File: src/rtl/wt_voice_pkg.sv
package wt_voice_pkg;
  localparam int unsigned PERIOD_W   = 12;
  localparam int unsigned SPLIT_LO_W = 8;
  localparam int unsigned PTR_W      = 5;
  localparam int unsigned DATA_W     = 8;
  localparam int unsigned VOL_W      = 4;
  localparam int unsigned OUT_W      = 11;
  localparam int unsigned MIN_PERIOD = 9;
  localparam int unsigned DEPTH      = 1 << PTR_W;
endpackage

File: src/rtl/wt_voice_phase.sv
module wt_voice_phase
  import wt_voice_pkg::*;
#(
  parameter int unsigned PW    = PERIOD_W,
  parameter int unsigned LO_W  = SPLIT_LO_W,
  parameter int unsigned AW    = PTR_W,
  parameter int unsigned MINP  = MIN_PERIOD
) (
  input  logic          clk_i,
  input  logic          rst_ni,
  input  logic          tick_i,
  input  logic          split_i,
  input  logic          ptr_clr_i,
  input  logic [PW-1:0] pitch_i,
  output logic [AW-1:0] ptr_o
);
  localparam int unsigned HI_W = PW - LO_W;

  logic [PW-1:0]   cnt_q, cnt_dec;
  logic [LO_W-1:0] lo_dec;
  logic [HI_W-1:0] hi_dec;
  logic [AW-1:0]   ptr_q;
  logic            run, step, borrow;

  assign run  = (pitch_i >= PW'(MINP));
  assign step = tick_i && run;

  always_comb begin
    lo_dec = cnt_q[LO_W-1:0] - LO_W'(1);
    hi_dec = cnt_q[PW-1:LO_W] - HI_W'(1);
    if (split_i) begin
      cnt_dec = {hi_dec, lo_dec};
      // split borrow: high part wraps, making the counter grow
      borrow  = (cnt_q[PW-1:LO_W] == '0);
    end else begin
      cnt_dec = cnt_q - PW'(1);
      borrow  = (cnt_q == '0);
    end
  end

  always_ff @(posedge clk_i or negedge rst_ni) begin
    if (!rst_ni) begin
      cnt_q <= '0;
    end else if (step) begin
      cnt_q <= borrow ? pitch_i : cnt_dec;
    end
  end

  always_ff @(posedge clk_i or negedge rst_ni) begin
    if (!rst_ni) begin
      ptr_q <= '0;
    end else if (ptr_clr_i) begin
      ptr_q <= '0;
    end else if (step && borrow) begin
      ptr_q <= ptr_q + AW'(1);
    end
  end

  assign ptr_o = ptr_q;
endmodule

File: src/rtl/wt_voice_table.sv
module wt_voice_table
  import wt_voice_pkg::*;
#(
  parameter int unsigned AW = PTR_W,
  parameter int unsigned DW = DATA_W
) (
  input  logic          clk_i,
  input  logic          rst_ni,
  input  logic          wr_en_i,
  input  logic [AW-1:0] wr_addr_i,
  input  logic [DW-1:0] wr_data_i,
  input  logic [AW-1:0] rd_addr_i,
  output logic [DW-1:0] rd_data_o,
  input  logic [AW-1:0] play_addr_i,
  output logic [DW-1:0] play_data_o
);
  localparam int unsigned N = 1 << AW;

  logic [DW-1:0] mem_q [N];

  always_ff @(posedge clk_i or negedge rst_ni) begin
    if (!rst_ni) begin
      for (int i = 0; i < N; i++) mem_q[i] <= '0;
    end else if (wr_en_i) begin
      mem_q[wr_addr_i] <= wr_data_i;
    end
  end

  assign rd_data_o   = mem_q[rd_addr_i];
  assign play_data_o = mem_q[play_addr_i];
endmodule

File: src/rtl/wt_voice_scale.sv
module wt_voice_scale
  import wt_voice_pkg::*;
#(
  parameter int unsigned DW = DATA_W,
  parameter int unsigned VW = VOL_W,
  parameter int unsigned OW = OUT_W
) (
  input  logic                 clk_i,
  input  logic                 rst_ni,
  input  logic [DW-1:0]        entry_i,
  input  logic [VW-1:0]        volume_i,
  input  logic                 enable_i,
  output logic signed [OW-1:0] sample_o
);
  localparam int unsigned PROD_W = DW + VW + 1;

  logic signed [PROD_W-1:0] prod, shifted;
  logic signed [OW-1:0]     sample_d, sample_q;

  always_comb begin
    prod     = PROD_W'($signed(entry_i)) * PROD_W'($signed({1'b0, volume_i}));
    shifted  = prod >>> VW;
    sample_d = enable_i ? OW'(shifted) : '0;
  end

  always_ff @(posedge clk_i or negedge rst_ni) begin
    if (!rst_ni) sample_q <= '0;
    else         sample_q <= sample_d;
  end

  assign sample_o = sample_q;
endmodule

File: src/rtl/wt_voice.sv
module wt_voice
  import wt_voice_pkg::*;
(
  input  logic                    clk_i,
  input  logic                    rst_ni,
  input  logic                    tick_i,
  input  logic [PERIOD_W-1:0]     pitch_i,
  input  logic [VOL_W-1:0]        volume_i,
  input  logic                    enable_i,
  input  logic                    split_i,
  input  logic                    ptr_clr_i,
  input  logic                    wr_en_i,
  input  logic [PTR_W-1:0]        wr_addr_i,
  input  logic [DATA_W-1:0]       wr_data_i,
  input  logic [PTR_W-1:0]        rd_addr_i,
  output logic [DATA_W-1:0]       rd_data_o,
  output logic [PTR_W-1:0]        ptr_o,
  output logic signed [OUT_W-1:0] sample_o
);
  logic [PTR_W-1:0]  ptr;
  logic [DATA_W-1:0] entry;

  wt_voice_phase u_phase (
    .clk_i     (clk_i),
    .rst_ni    (rst_ni),
    .tick_i    (tick_i),
    .split_i   (split_i),
    .ptr_clr_i (ptr_clr_i),
    .pitch_i   (pitch_i),
    .ptr_o     (ptr)
  );

  wt_voice_table u_table (
    .clk_i       (clk_i),
    .rst_ni      (rst_ni),
    .wr_en_i     (wr_en_i),
    .wr_addr_i   (wr_addr_i),
    .wr_data_i   (wr_data_i),
    .rd_addr_i   (rd_addr_i),
    .rd_data_o   (rd_data_o),
    .play_addr_i (ptr),
    .play_data_o (entry)
  );

  wt_voice_scale u_scale (
    .clk_i    (clk_i),
    .rst_ni   (rst_ni),
    .entry_i  (entry),
    .volume_i (volume_i),
    .enable_i (enable_i),
    .sample_o (sample_o)
  );

  assign ptr_o = ptr;
endmodule

File: config.mk
export PLATFORM = sky130hd
export DESIGN_NAME = wt_voice
export DESIGN_NICKNAME = d
export VERILOG_FILES = /design/src/rtl/wt_voice_pkg.sv /design/src/rtl/wt_voice_phase.sv /design/src/rtl/wt_voice_table.sv /design/src/rtl/wt_voice_scale.sv /design/src/rtl/wt_voice.sv
export SDC_FILE = /design/constraint.sdc
export NUM_CORES = 1
export LEC_CHECK = 0
export BUFFER_PORTS_ARGS = -buffer_cell sky130_fd_sc_hd__buf_2
export CORE_ASPECT_RATIO = 1.4
export CORE_MARGIN = 2
export CORE_UTILIZATION = 58
export DETAILED_ROUTE_END_ITERATION = 8
export GPL_TIMING_DRIVEN = 0
export MAX_ROUTING_LAYER = met4
export PLACE_DENSITY = 0.79
export SYNTH_ARGS = -nofsm -noshare
export SYNTH_HDL_FRONTEND = slang
export SYNTH_SLANG_ARGS = --single-unit
File: constraint.sdc
create_clock -name clk_i -period 5.8 [get_ports clk_i]
set_input_delay 0.87 -clock clk_i [delete_from_list [all_inputs] [get_ports clk_i]]
set_output_delay 0.87 -clock clk_i [all_outputs]
set_load 0.03 [all_outputs]
* After elaboration in Yosys (flattened, before gate mapping)
Cells that the tools add are included.
** Word-level totals
- Bits in registers :: 284
- Input bits :: 41
** Operators by class
- Add/subtract/negate cells :: 4
- Multipliers :: 1
- $lt $le $gt $ge :: 5
- Muxes and demuxes :: 15
- Bitwise operators :: 3
- Reduce and logical (&&, ||, !) cells :: 6
** Operators by type and width (count)
- bitwise mux 256 bit :: 1
- binary-select mux 8 bit (select 5 bit) :: 2
- demux 8 bit (select 5 bit) :: 1
- two-way mux 8 bit :: 5
- two-way mux 12 bit :: 2
- greater-or-equal comparator 6 bit, second input constant :: 3
- NOT 5 -> 6 bit :: 3
- multiplier 8 x 5 -> 13 bit :: 1
- greater-or-equal comparator 12 x 4 -> 1 bit, second input constant :: 1
- zero test 12 bit :: 1
- subtractor 12 x 1 -> 12 bit, second input constant :: 1
- two-way mux 11 bit :: 1
- two-way mux 5 bit :: 2
- subtractor 8 x 1 -> 8 bit, second input constant :: 1
- < comparator 6 x 1 -> 1 bit, second input constant :: 1
- adder 5 x 1 -> 5 bit, second input constant :: 1
- zero test 4 bit :: 1
- subtractor 4 x 1 -> 4 bit, second input constant :: 1
- logical AND 1 bit :: 3
- nonzero test 2 bit :: 1
- two-way mux 1 bit :: 1

* Logic depth before layout (Yosys ltp)
Gate-level depths: netlist of the first run.
- Depth after elaboration :: 6
- Mapped depth :: 20
- Gate-level depth less buffers :: 17

* By module
A second synthesis of the first run with hierarchy kept.
** Unflattened totals
- Cell total of the unflattened synthesis :: 1104
- Area total of the unflattened synthesis :: 16361.9 µm²
** By module, submodules not included
- wt_voice_table :: times used 1, cells an instance 806, area each 13643.1 µm²
- wt_voice_scale :: times used 1, cells an instance 175, area each 1547.7 µm²
- wt_voice_phase :: times used 1, cells an instance 123, area each 1171.1 µm²

* Worst setup path before layout of the first run
OpenSTA, ideal clock, no wires.
- Path type :: flip-flop to flip-flop
- Start point :: register u_phase.ptr_q[0], in the netlist u_phase.ptr_o[0]
- End point :: register u_scale.sample_q[7], in the netlist u_scale.sample_o[7]
- Library setup time :: 0.086 ns
- Arrival time :: 5.430 ns
- Slack :: 0.284 ns
- Stages on the path, launching flop included :: 20
- Path buffers :: 4
- Clock period less this slack :: 5.516 ns
- Path through :: dfrtp_1 -> buf_4 -> buf_8 -> buf_6 -> buf_2 -> mux4_2 -> mux4_2 -> mux2i_1 -> nor2_1 -> ha_1 -> inv_1 -> fa_1 -> fa_1 -> inv_1 -> ha_1 -> inv_1 -> o41ai_4 -> a21oi_2 -> o311a_1 -> nor3_1
** Between the ends
- Word-level cells in the longest chain between the ends :: 6
** Ends and longest elaborated chain
- start: declaration :: RTL line wt_voice_phase.sv:22 : logic [AW-1:0] ptr_q;
- start signal: assignment :: RTL line wt_voice_phase.sv:55 : ptr_q <= ptr_q + AW'(1);
- NOT 5 -> 6 bit (implied by the code) :: RTL line wt_voice_table.sv:30 : assign play_data_o = mem_q[play_addr_i];
- binary-select mux 8 bit (select 5 bit) :: RTL line wt_voice_table.sv:30
- two-way mux 8 bit (implied by the code) (2 in series) :: RTL line wt_voice_table.sv:30
- multiplier 8 x 5 -> 13 bit :: RTL line wt_voice_scale.sv:21 : prod = PROD_W'($signed(entry_i)) * PROD_W'($signed({1'b0, volume_i}));
- two-way mux 11 bit :: RTL line wt_voice_scale.sv:23 : sample_d = enable_i ? OW'(shifted) : '0;
- via u_scale.sample_d[7] :: RTL line wt_voice_scale.sv:18 : logic signed [OW-1:0] sample_d, sample_q;
- end signal: assignment :: RTL line wt_voice_scale.sv:28 : else sample_q <= sample_d;
- end: declaration :: RTL line wt_voice_scale.sv:18
The timed path passes the listed nets, and every way through them passes these cells. The select of a mux whose other input is x is not followed.
A chain may end at the register's enable or synchronous reset.

* Final worst setup path of the first run
Same ends and word-level chain as after synthesis.

==> results of run 1 <==
cell usage after synthesis, types with 15 or more instances:
cell type / count
nand2_1: 39
a21oi_1: 23
mux2i_1: 15
mux2_2: 270
fa_1: 16
dfrtp_1: 282
nor3_1: 15
clkbuf_1: 54
mux4_2: 147
inv_1: 56
ha_1: 26
nor2_1: 63
cell type report:
class                   instances  share of cell area (%)
inverters                      56                    1.16
repair buffers                 61                    2.05
multi-input cells             719                    47.7
flip-flops and latches        282                    39.1
clock buffers                  45                    4.80
plain buffers                  78                    2.18
well taps                     370                    2.57
clock inverters                 5                   0.430
per-layer routing:
layer | up-vias | track usage, % | part of all wire (%)
li1 | 4454 | - | -
met1 | 5591 | 36.3 | 37
met2 | 428 | 50.3 | 51
met3 | 121 | 3.67 | 6.0
met4 | 0 | 15.9 | 5.7
met5 | - | - | 0
flip-flops by register name (all words and copies together), names as in the netlist:
signal            count
u_phase.cnt_q        12
u_scale.sample_o      9
u_phase.ptr_o         5
u_table.mem_q       256
worst reg2reg max path: stages, from the launching register on:
cell     delay, ns
dfrtp_1       0.36
buf_6         0.18
buf_8         0.19
buf_12        0.20
buf_8         0.20
mux4_2        0.54
mux4_2        0.54
mux2i_4       0.25
nor2_1        0.09
ha_1          0.28
inv_1         0.06
fa_1          0.50
fa_1          0.56
inv_1         0.04
ha_1          0.28
inv_1         0.08
o41ai_4       0.48
a21oi_2       0.15
o311a_1       0.34
nor3_1        0.20
cells by family after synthesis:
family / after synthesis / share of synthesized area (%)
mux: 437 / 41.0
fa+ha+maj: 42 / 3.99
xor+xnor: 12 / 0.649
simple gates: 165 / 4.78
compound gates: 63 / 2.64
flops: 282 / 43.6
buf+inv: 135 / 3.42
worst min path at each step:
stage               cells past startpoint                  to
floorplan                               2    u_phase.cnt_q[9]
global placement                        1  u_table.mem_q[207]
detailed placement                      1  u_table.mem_q[172]
CTS                                     1  u_table.mem_q[249]
global route                            1  u_table.mem_q[185]
finish                                  1  u_table.mem_q[249]
power breakdown:
group	leakage, nW	internal [W]	total, W	switching (W)
Clock	0.461	0.00110	0.00187	0.000770
Sequential	3.60	0.00238	0.00267	0.000292
Combinational	3.78	0.000841	0.00156	0.000721
Total	7.84	0.00432	0.00610	0.00178
stage by stage:
step | setup TNS (ns) | hold slack, ns | util, %
3_3_place_gp | -364.98 | 0.500 | 61.4
5_1_grt | -0.00122 | 0.381 | 65.5
6_report | 0 | 0.323 | 65.5
2_1_floorplan | 0 | 0.472 | -
4_1_cts | 0 | 0.366 | 65.3
3_5_place_dp | -4.13 | 0.511 | 61.7
timing repair:
item / in CTS / in global routing
pin swaps: 1 / 2
setup endpoints to repair: 8 / 6
gates resized for setup: 19 / 14
buffers inserted: 0 / 4
==> impl_results.md, run 1 <==
- Worst-Margin Slew: 1.28 ns
- Die H: 202 um
- Core Box Area: 27,600 sq um
- DR iter-0 viols: 913
- Fillers: 2,026
- Slowest CP cell: fa_1
- Starting density of the core: 58.8%
- Reg2reg path depth: 19
- DRC viols: 0
- First-pass GRT wire length: 65,100 um
- Top_reg_cell synth: dfrtp_1
- Worst slew margin: 14.4%
- Dominant cells by area after synthesis: dfrtp_1, mux4_2, mux2_2, ha_1, fa_1
- Final instance area: 18,000 sq um
- Synthesized area: 16,200 sq um
- Worst slack, placed: -0.741 ns
- Vias/cell: 6.56
- Outcome: completed
- CP startpoint: u_phase.ptr_o[0]
- Largest net degree at the start of global routing: 121
- R2R Path Start: u_phase.ptr_o[0]
- Synthesized flop and latch total: 282
- Bufs and invs on worst path: 7
- CP Max Fanout: 10
- Most common cell type on the critical path: inv_1
- Critical path class: reg2reg
- ANT cells: 0
- Multi-input logic area: 8610 sq um
- Final setup fails: 0
- CP Capture Point: u_scale.sample_o[7]
- Startpoint Class: register
- DR vias: 10.6k
- EDFF count, synth: 0
- Worst Skew: 0.0202 ns
- Syn Area/Cell: 14.3 sq um
- Highest clock rate: 178 MHz
- Setup crit end kind: register
- H-Tree Depth: 1
- R2R setup slack: 0.18 ns
- Reg2Reg Capture Point: u_scale.sample_o[7]
- GR Util All Layers: 30.2%
- Critical path required time: 6.27 ns
- CTS Sinks: 282
- CP top delay family: adder cells
- DR WL/cell: 26.0 um
- Worst path depth: 19
- Yosys Warn Count: 0
- Net Count, Synth: 1,219
- Most frequent cells in the layout: dfrtp_1, mux2_2, mux4_2, nor2_1
- Clock-pin slew on the worst setup and hold paths: 0.07 ns
- Top Ports: 65
- CTS Buf Count: 28
- Routability congestion estimate: 0.909
- Post-route setup slack: 0.177 ns
- HP Class: in2async
- Pwr Total: 0.00610 W
- Input/output buffers: 55
- Antenna violations before repair: 0
- Row count: 72
- Area leader, netlist: dfrtp_1
- Crit path time final: 5.62 ns
- Post-synthesis sequential area ratio: 43.6%
- Hold buffers post-CTS: 0
- Max VDD drop: 0.220 mV
- Synthesis-to-finish area growth: 11.4%
- Final std cells w/o fill: 1,616
- Share of layout cells above drive strength 1: 44.1%
- Final WL: 42,100 um
- CTS tree: done
- Post-DP Area: 17,000 sq um
- Post-synth top area share: 43.6%
- Slew Limit Fails: 0
- Fin crit share: 96.9%
- Post-Place Cells: 1,563
- Pleak: 7.84 nW
- Distinct cells, synth: 56
- Die Footprint: 29,300 sq um
- Final #Nets: 1,309
- Synthesized netlist cell count: 1,136
- Pwr dens: 338 nW/um^2
- Critical Path AT: 6.09 ns
- Register area: 7060 sq um
- Initial DRT Pass Iterations: 5
- Clock Path Buffers: 3
- Leading cell type in the layout, fill and taps excluded: dfrtp_1
- MaxCap Viol Count: 0
- Die Width: 145 um
- CP Cell Sequence: buf_6 -> buf_8 -> buf_12 -> buf_8 -> mux4_2 -> mux4_2 -> mux2i_4 -> nor2_1 -> ha_1 -> inv_1 -> fa_1 -> fa_1 -> inv_1 -> ha_1 -> inv_1 -> o41ai_4 -> a21oi_2 -> o311a_1 -> nor3_1
- GRT overflow: 0
- DPL Wire Length: 30,600 um
- Antenna viol nets, final: 0
- Worst skew pair latency: 0.56 ns
- Number of global-route vias before repair: 11.2k
- Async S/R FF share, synth: 100%
- Fin. Hold Viols: 0
- Highest cell delay on the worst timing path: 0.56 ns
- Root Driver: clkbuf_16
(Power assumes the default switching activity.)
==> inputs of run 2 (changes only) <==
--- a/config.mk
+++ b/config.mk
@@ -13,6 +13,7 @@
 export GPL_TIMING_DRIVEN = 0
 export MAX_ROUTING_LAYER = met4
 export PLACE_DENSITY = 0.79
+export SETUP_SLACK_MARGIN = 0.4
 export SYNTH_ARGS = -nofsm -noshare
 export SYNTH_HDL_FRONTEND = slang
 export SYNTH_SLANG_ARGS = --single-unit
==> impl_results.md, run 2 (synthesis results as in run 1) <==
- Reg2reg path depth: 19 (unchanged)
- Fin crit share: 91.8% (was 96.9%)
- Worst Skew: 0.0157 ns (was 0.0202 ns)
- Input/output buffers: 55 (unchanged)
- DR WL/cell: 26.4 um (was 26.0 um)
- Pleak: 8.03 nW (was 7.84 nW)
- R2R Path Start: u_phase.ptr_o[1] (was u_phase.ptr_o[0])
- DRC viols: 0 (unchanged)
- Post-layout util: 66.9% (was 65.5%)
- Die H: 202 um (unchanged)
- Fillers: 1,911 (was 2,026)
- R2R setup slack: 0.48 ns (was 0.18 ns)
- Final #Nets: 1,331 (was 1,309)
- Post-DP Area: 17,000 sq um (about the same)
- CP Max Fanout: 10 (unchanged)
- Clock Path Buffers: 3 (unchanged)
- DPL Wire Length: 30,800 um (was 30,600 um)
- Synthesis-to-finish area growth: 13.9% (was 11.4%)
- Pwr dens: 340 nW/um^2 (was 338 nW/um^2)
- Routability congestion estimate: 0.914 (was 0.909)
- Share of layout cells above drive strength 1: 46.4% (was 44.1%)
- Die Footprint: 29,300 sq um (unchanged)
- Slew Limit Fails: 0 (unchanged)
- Top Ports: 65 (unchanged)
- Worst slew margin: 9.48% (was 14.4%)
- DR iter-0 viols: 982 (was 913)
- Number of global-route vias before repair: 11.3k (was 11.2k)
- Antenna viol nets, final: 0 (unchanged)
- Root Driver: clkbuf_16 (unchanged)
- Final setup fails: 0 (unchanged)
- CTS Sinks: 282 (unchanged)
- CTS Buf Count: 28 (unchanged)
- RSZ-0062 raised after global routing: false
- HP Class: in2async (unchanged)
- CTS tree: done (unchanged)
- Critical path class: reg2reg (unchanged)
- Critical path required time: 6.29 ns (was 6.27 ns)
- Vias/cell: 6.65 (was 6.56)
- Initial DRT Pass Iterations: 6 (was 5)
- GR Util All Layers: 30.9% (was 30.2%)
- Max VDD drop: 0.234 mV (was 0.220 mV)
- Fin. Hold Viols: 0 (unchanged)
- Reg with most FFs: u_table.mem_q (unchanged)
- Row count: 72 (unchanged)
- Largest net degree at the start of global routing: 120 (was 121)
- Post-Place Cells: 1,563 (unchanged)
- DR vias: 10.9k (was 10.6k)
- MaxCap Viol Count: 0 (unchanged)
- Final instance area: 18,500 sq um (was 18,000 sq um)
- Highest clock rate: 188 MHz (was 178 MHz)
- Crit path time final: 5.32 ns (was 5.62 ns)
- Worst-Margin Slew: 1.35 ns (was 1.28 ns)
- Clock-pin slew on the worst setup and hold paths: 0.07 ns (about the same)
- CP Capture Point: u_scale.sample_o[7] (unchanged)
- Setup crit end kind: register (unchanged)
- Outcome: completed (unchanged)
- Reg2Reg Capture Point: u_scale.sample_o[7] (unchanged)
- Largest register FFs: 256 (unchanged)
- Antenna violations before repair: 1 (was 0)
- Die Width: 145 um (unchanged)
- H-Tree Depth: 1 (unchanged)
- Startpoint Class: register (unchanged)
- Leading cell type in the layout, fill and taps excluded: dfrtp_1 (unchanged)
- Final std cells w/o fill: 1,642 (was 1,616)
- GRT overflow: 0 (unchanged)
- Most frequent cells in the layout: dfrtp_1, mux2_2, mux4_2, nor2_1 (unchanged)
- Worst skew pair latency: 0.56 ns (about the same)
- Worst hold margin: 0.248 ns (was 0.323 ns)
- First-pass GRT wire length: 66,300 um (was 65,100 um)
- Core Box Area: 27,600 sq um (unchanged)
- Critical Path AT: 5.81 ns (was 6.09 ns)
- CP startpoint: u_phase.ptr_o[1] (was u_phase.ptr_o[0])
- Final WL: 43,400 um (was 42,100 um)
- Starting density of the core: 58.8% (unchanged)
==> run 2: cell types whose count changed in the layout (fill, tap and decap cells not counted), moves of 3 or more <==
cell       before  now
dfrtp_1       282  279
clkinv_2        2    7
mux2i_4         1    4
clkbuf_1       56   52
bufinv_16       2    5
dfrtp_2         0    3
clkbuf_8        8    4
buf_12          1    7
a21oi_2         1    4
a21oi_1        23   20
buf_4           7   27
buf_8           4    1
==> run 2: what timing repair did <==
action / 4_1_cts / 5_1_grt
resized for setup: 38 / 22
buffers inserted: 8 / 16
hold buffers: 0 / 0
setup endpoints to repair: 8 / 7
endpoints found under the hold margin: 0 / 0
pin swaps: 2 / 3
gates cloned: 0 / 1
==> run 2: power by group <==
part,switching (W),internal [W]
Clock,0.000805,0.00119
Combinational,0.000751,0.000863
Sequential,0.000296,0.00237
==> run 2: worst max-delay path, cell delays in order (launching register included) <==
cell	delay, ns
dfrtp_2	0.45
buf_4	0.21
clkbuf_4	0.30
buf_6	0.22
mux4_2	0.33
mux4_2	0.55
mux2i_4	0.23
nor2_1	0.07
ha_1	0.30
inv_1	0.09
fa_1	0.44
fa_1	0.54
inv_1	0.07
ha_4	0.28
inv_2	0.05
o41ai_4	0.32
buf_4	0.20
a21oi_2	0.09
o311a_1	0.33
nor3_1	0.15
==> run 2: final cells by class <==
class / count / area [sq um] / area share [%]
multi-input combinational: 719 / 8670 / 47.0
sequential: 282 / 7060 / 38.3
clock buffer: 38 / 800 / 4.33
timing repair buffer: 82 / 571 / 3.09
buffer: 79 / 470 / 2.55
tap: 370 / 463 / 2.51
inverter: 56 / 210 / 1.14
clock inverter: 14 / 203 / 1.10
antenna: 2 / 5.00 / 0.0271
==> run 2: routing by layer <==
metal / vias to the layer above / GRT usage [%] / part of all wire [%]
met5: - / - / 0
met4: 0 / 15.9 / 5.4
met3: 143 / 4.69 / 6.7
met2: 518 / 51.7 / 52
met1: 5758 / 36.5 / 36
li1: 4505 / - / -
==> run 2: stage by stage <==
step / setup slack, ns / TNS (ns) / power, W
6_report: 0.475 / 0 / 0.00628
5_1_grt: 0.351 / 0 / 0.00654
4_1_cts: 0.401 / 0 / 0.00624
3_5_place_dp: -0.555 / -2.99 / 0.00424
3_3_place_gp: -1.84 / -374.71 / 0.00414
2_1_floorplan: 0.477 / 0 / 0.00379
==> run 2: worst min path at each step <==
stage / startpoint / to / slack (ns) / depth (start not counted)
2_1_floorplan: u_phase.cnt_q[9] / u_phase.cnt_q[9] / 0.47 / 2
4_1_cts: rst_ni / u_table.mem_q[185] / 0.27 / 1
6_report: rst_ni / u_table.mem_q[185] / 0.25 / 1
3_5_place_dp: u_table.mem_q[203] / u_table.mem_q[203] / 0.51 / 1
3_3_place_gp: u_table.mem_q[98] / u_table.mem_q[98] / 0.50 / 1
5_1_grt: rst_ni / u_table.mem_q[185] / 0.29 / 1
==> inputs of run 3 (changes only) <==
--- a/config.mk
+++ b/config.mk
@@ -12,7 +12,7 @@
 export DETAILED_ROUTE_END_ITERATION = 8
 export GPL_TIMING_DRIVEN = 0
 export MAX_ROUTING_LAYER = met4
-export PLACE_DENSITY = 0.79
+export PLACE_DENSITY = 0.76
 export SETUP_SLACK_MARGIN = 0.4
 export SYNTH_ARGS = -nofsm -noshare
 export SYNTH_HDL_FRONTEND = slang
==> impl_results.md, run 3 (synthesis results as in run 1) <==
- Largest register FFs: 256 (unchanged)
- Reg with most FFs: u_table.mem_q (unchanged)
- Input/output buffers: 55 (unchanged)
- CP Max Fanout: 9 (was 10)
- Slew Limit Fails: 0 (unchanged)
- Clock Path Buffers: 3 (unchanged)
- DR iter-0 viols: 1,050 (was 982)
- Number of global-route vias before repair: 11.5k (was 11.3k)
- Row count: 72 (unchanged)
- Clock-pin slew on the worst setup and hold paths: 0.07 ns (about the same)
- MaxCap Viol Count: 0 (unchanged)
- DR vias: 11.0k (was 10.9k)
- RSZ-0062 raised after global routing: false (unchanged)
- Leading cell type in the layout, fill and taps excluded: dfrtp_1 (unchanged)
- Outcome: completed (unchanged)
- Pwr Total: 0.00619 W (was 0.00628 W)
- Highest clock rate: 189 MHz (was 188 MHz)
- Vias/cell: 6.72 (was 6.65)
- Worst skew pair latency: 0.57 ns (was 0.56 ns)
- Initial DRT Pass Iterations: 6 (unchanged)
- Seq pwr share: 43.2% (was 42.5%)
- Most frequent cells in the layout: dfrtp_1, mux2_2, mux4_2, nor2_1, buf_2 (was dfrtp_1, mux2_2, mux4_2, nor2_1)
- Worst Skew: 0.0227 ns (was 0.0157 ns)
- CTS Buf Count: 28 (unchanged)
- Die Width: 145 um (unchanged)
- Net switching power figure: 0.00184 W (was 0.00185 W)
- Final setup fails: 0 (unchanged)
- Startpoint Class: register (unchanged)
- Switching share of total power: 29.7% (was 29.5%)
- Post-DP Area: 17,000 sq um (unchanged)
- Setup crit end kind: register (unchanged)
- Routed length on met2: 22,300 um (was 22,400 um)
- Core Box Area: 27,600 sq um (unchanged)
- Largest net degree at the start of global routing: 119 (was 120)
- Highest metal layer with signal wires: met4 (unchanged)
- Starting density of the core: 58.8% (unchanged)
- Pwr dens: 338 nW/um^2 (was 340 nW/um^2)
- DRC viols: 0 (unchanged)
- Clk pwr share: 31.0% (was 31.8%)
- Routability congestion estimate: 0.916 (was 0.914)
- Pleak: 7.96 nW (was 8.03 nW)
- Final instance area: 18,300 sq um (was 18,500 sq um)
- Max VDD drop: 0.233 mV (was 0.234 mV)
- Crit path time final: 5.28 ns (was 5.32 ns)
- Share of layout cells above drive strength 1: 45.7% (was 46.4%)
- GR Util All Layers: 31.1% (was 30.9%)
- Synthesis-to-finish area growth: 13.1% (was 13.9%)
- Worst hold margin: 0.264 ns (was 0.248 ns)
- CTS tree: done (unchanged)
- Reg2reg path depth: 19 (unchanged)
- Root Driver: clkbuf_16 (unchanged)
- Critical path required time: 6.28 ns (was 6.29 ns)
- Fin. Hold Viols: 0 (unchanged)
- Antenna viol nets, final: 0 (unchanged)
- Top Ports: 65 (unchanged)
- ANT cells: 0 (was 2)
- DR WL/cell: 26.7 um (was 26.4 um)
- HP Class: in2async (unchanged)
- Fillers: 1,994 (was 1,911)
- Metal3 WL: 2940 um (was 2930 um)
- Critical Path AT: 5.76 ns (was 5.81 ns)
- Hold buffers post-CTS: 0 (unchanged)
- Fin crit share: 91.1% (was 91.8%)
- P_int: 0.00435 W (was 0.00443 W)
- Antenna violations before repair: 0 (was 1)
- WL met1: 16,000 um (was 15,800 um)
- CTS Sinks: 282 (unchanged)
- Critical path class: reg2reg (unchanged)
- H-Tree Depth: 1 (unchanged)
- GRT overflow: 0 (unchanged)
- Die H: 202 um (unchanged)
- Final #Nets: 1,326 (was 1,331)
- DPL Wire Length: 31,300 um (was 30,800 um)
- R2R Path Start: u_phase.ptr_o[0] (was u_phase.ptr_o[1])
- First-pass GRT wire length: 66,900 um (was 66,300 um)
- R2R setup slack: 0.52 ns (was 0.48 ns)
- Worst-Margin Slew: 1.25 ns (was 1.35 ns)
- Reg2Reg Capture Point: u_scale.sample_o[7] (unchanged)
- Comb pwr share: 25.9% (was 25.7%)
- Worst slew margin: 17.0% (was 9.48%)
- Final WL: 43,600 um (was 43,400 um)
- Die Footprint: 29,300 sq um (unchanged)
==> run 3: how the worst max path moves through the flow <==
stage | from | endpoint | slack, ns
floorplan | u_phase.ptr_o[0] | u_scale.sample_o[7] | 0.48
global placement | rst_ni | u_phase.ptr_o[0] | -1.90
detailed placement | u_phase.ptr_o[1] | u_scale.sample_o[7] | -0.56
CTS | u_phase.ptr_o[1] | u_scale.sample_o[7] | 0.36
global route | u_phase.ptr_o[0] | u_scale.sample_o[9] | 0.39
finish | u_phase.ptr_o[0] | u_scale.sample_o[7] | 0.52
==> run 3: routing by layer <==
layer,global-route usage (%),vias up
met4,16.3,0
met2,51.0,527
li1,-,4504
met1,38.0,5794
met5,-,-
met3,4.24,148
==> run 3: area by class of cell <==
class | instances | area, sq um | area share [%]
clock buffers | 42 | 835 | 4.56
flip-flops and latches | 282 | 7060 | 38.5
multi-input cells | 719 | 8670 | 47.3
well taps | 370 | 463 | 2.53
repair buffers | 77 | 494 | 2.70
inverters | 56 | 210 | 1.15
clock inverters | 9 | 128 | 0.697
plain buffers | 79 | 455 | 2.49
==> run 3: critical path, stage by stage, from the launching register on <==
cell,delay [ns]
dfrtp_2,0.41
buf_12,0.13
buf_12,0.10
buf_16,0.13
buf_12,0.14
mux4_2,0.51
mux4_2,0.54
mux2i_4,0.22
nor2_1,0.08
ha_1,0.30
inv_1,0.07
fa_1,0.43
fa_1,0.54
inv_1,0.06
ha_4,0.27
inv_2,0.05
o41ai_4,0.52
a21oi_4,0.14
o311a_1,0.35
nor3_1,0.16
==> run 3: what timing repair did <==
item,in CTS,in global routing
setup buffers,4,16
resized for setup,36,19
cloned,0,0
pin swaps,2,4
endpoints found under the setup margin,9,7
==> run 3: through the flow <==
step,util (%),setup WS [ns],setup TNS (ns),cells
global placement,61.5,-1.90,-384.06,1561
floorplan,-,0.477,0,1136
detailed placement,61.7,-0.560,-3.22,1563
finish,66.4,0.518,0,1634
CTS,65.7,0.360,0,1618
global route,66.4,0.395,0,1634
==> run 3: power by group through the flow <==
stage,Combinational [W],Clock (W),Sequential [W]
2_1_floorplan,0.00114,0,0.00264
3_3_place_gp,0.00150,0,0.00266
3_5_place_dp,0.00155,0,0.00269
4_1_cts,0.00158,0.00194,0.00266
5_1_grt,0.00172,0.00202,0.00272
6_report,0.00160,0.00192,0.00267
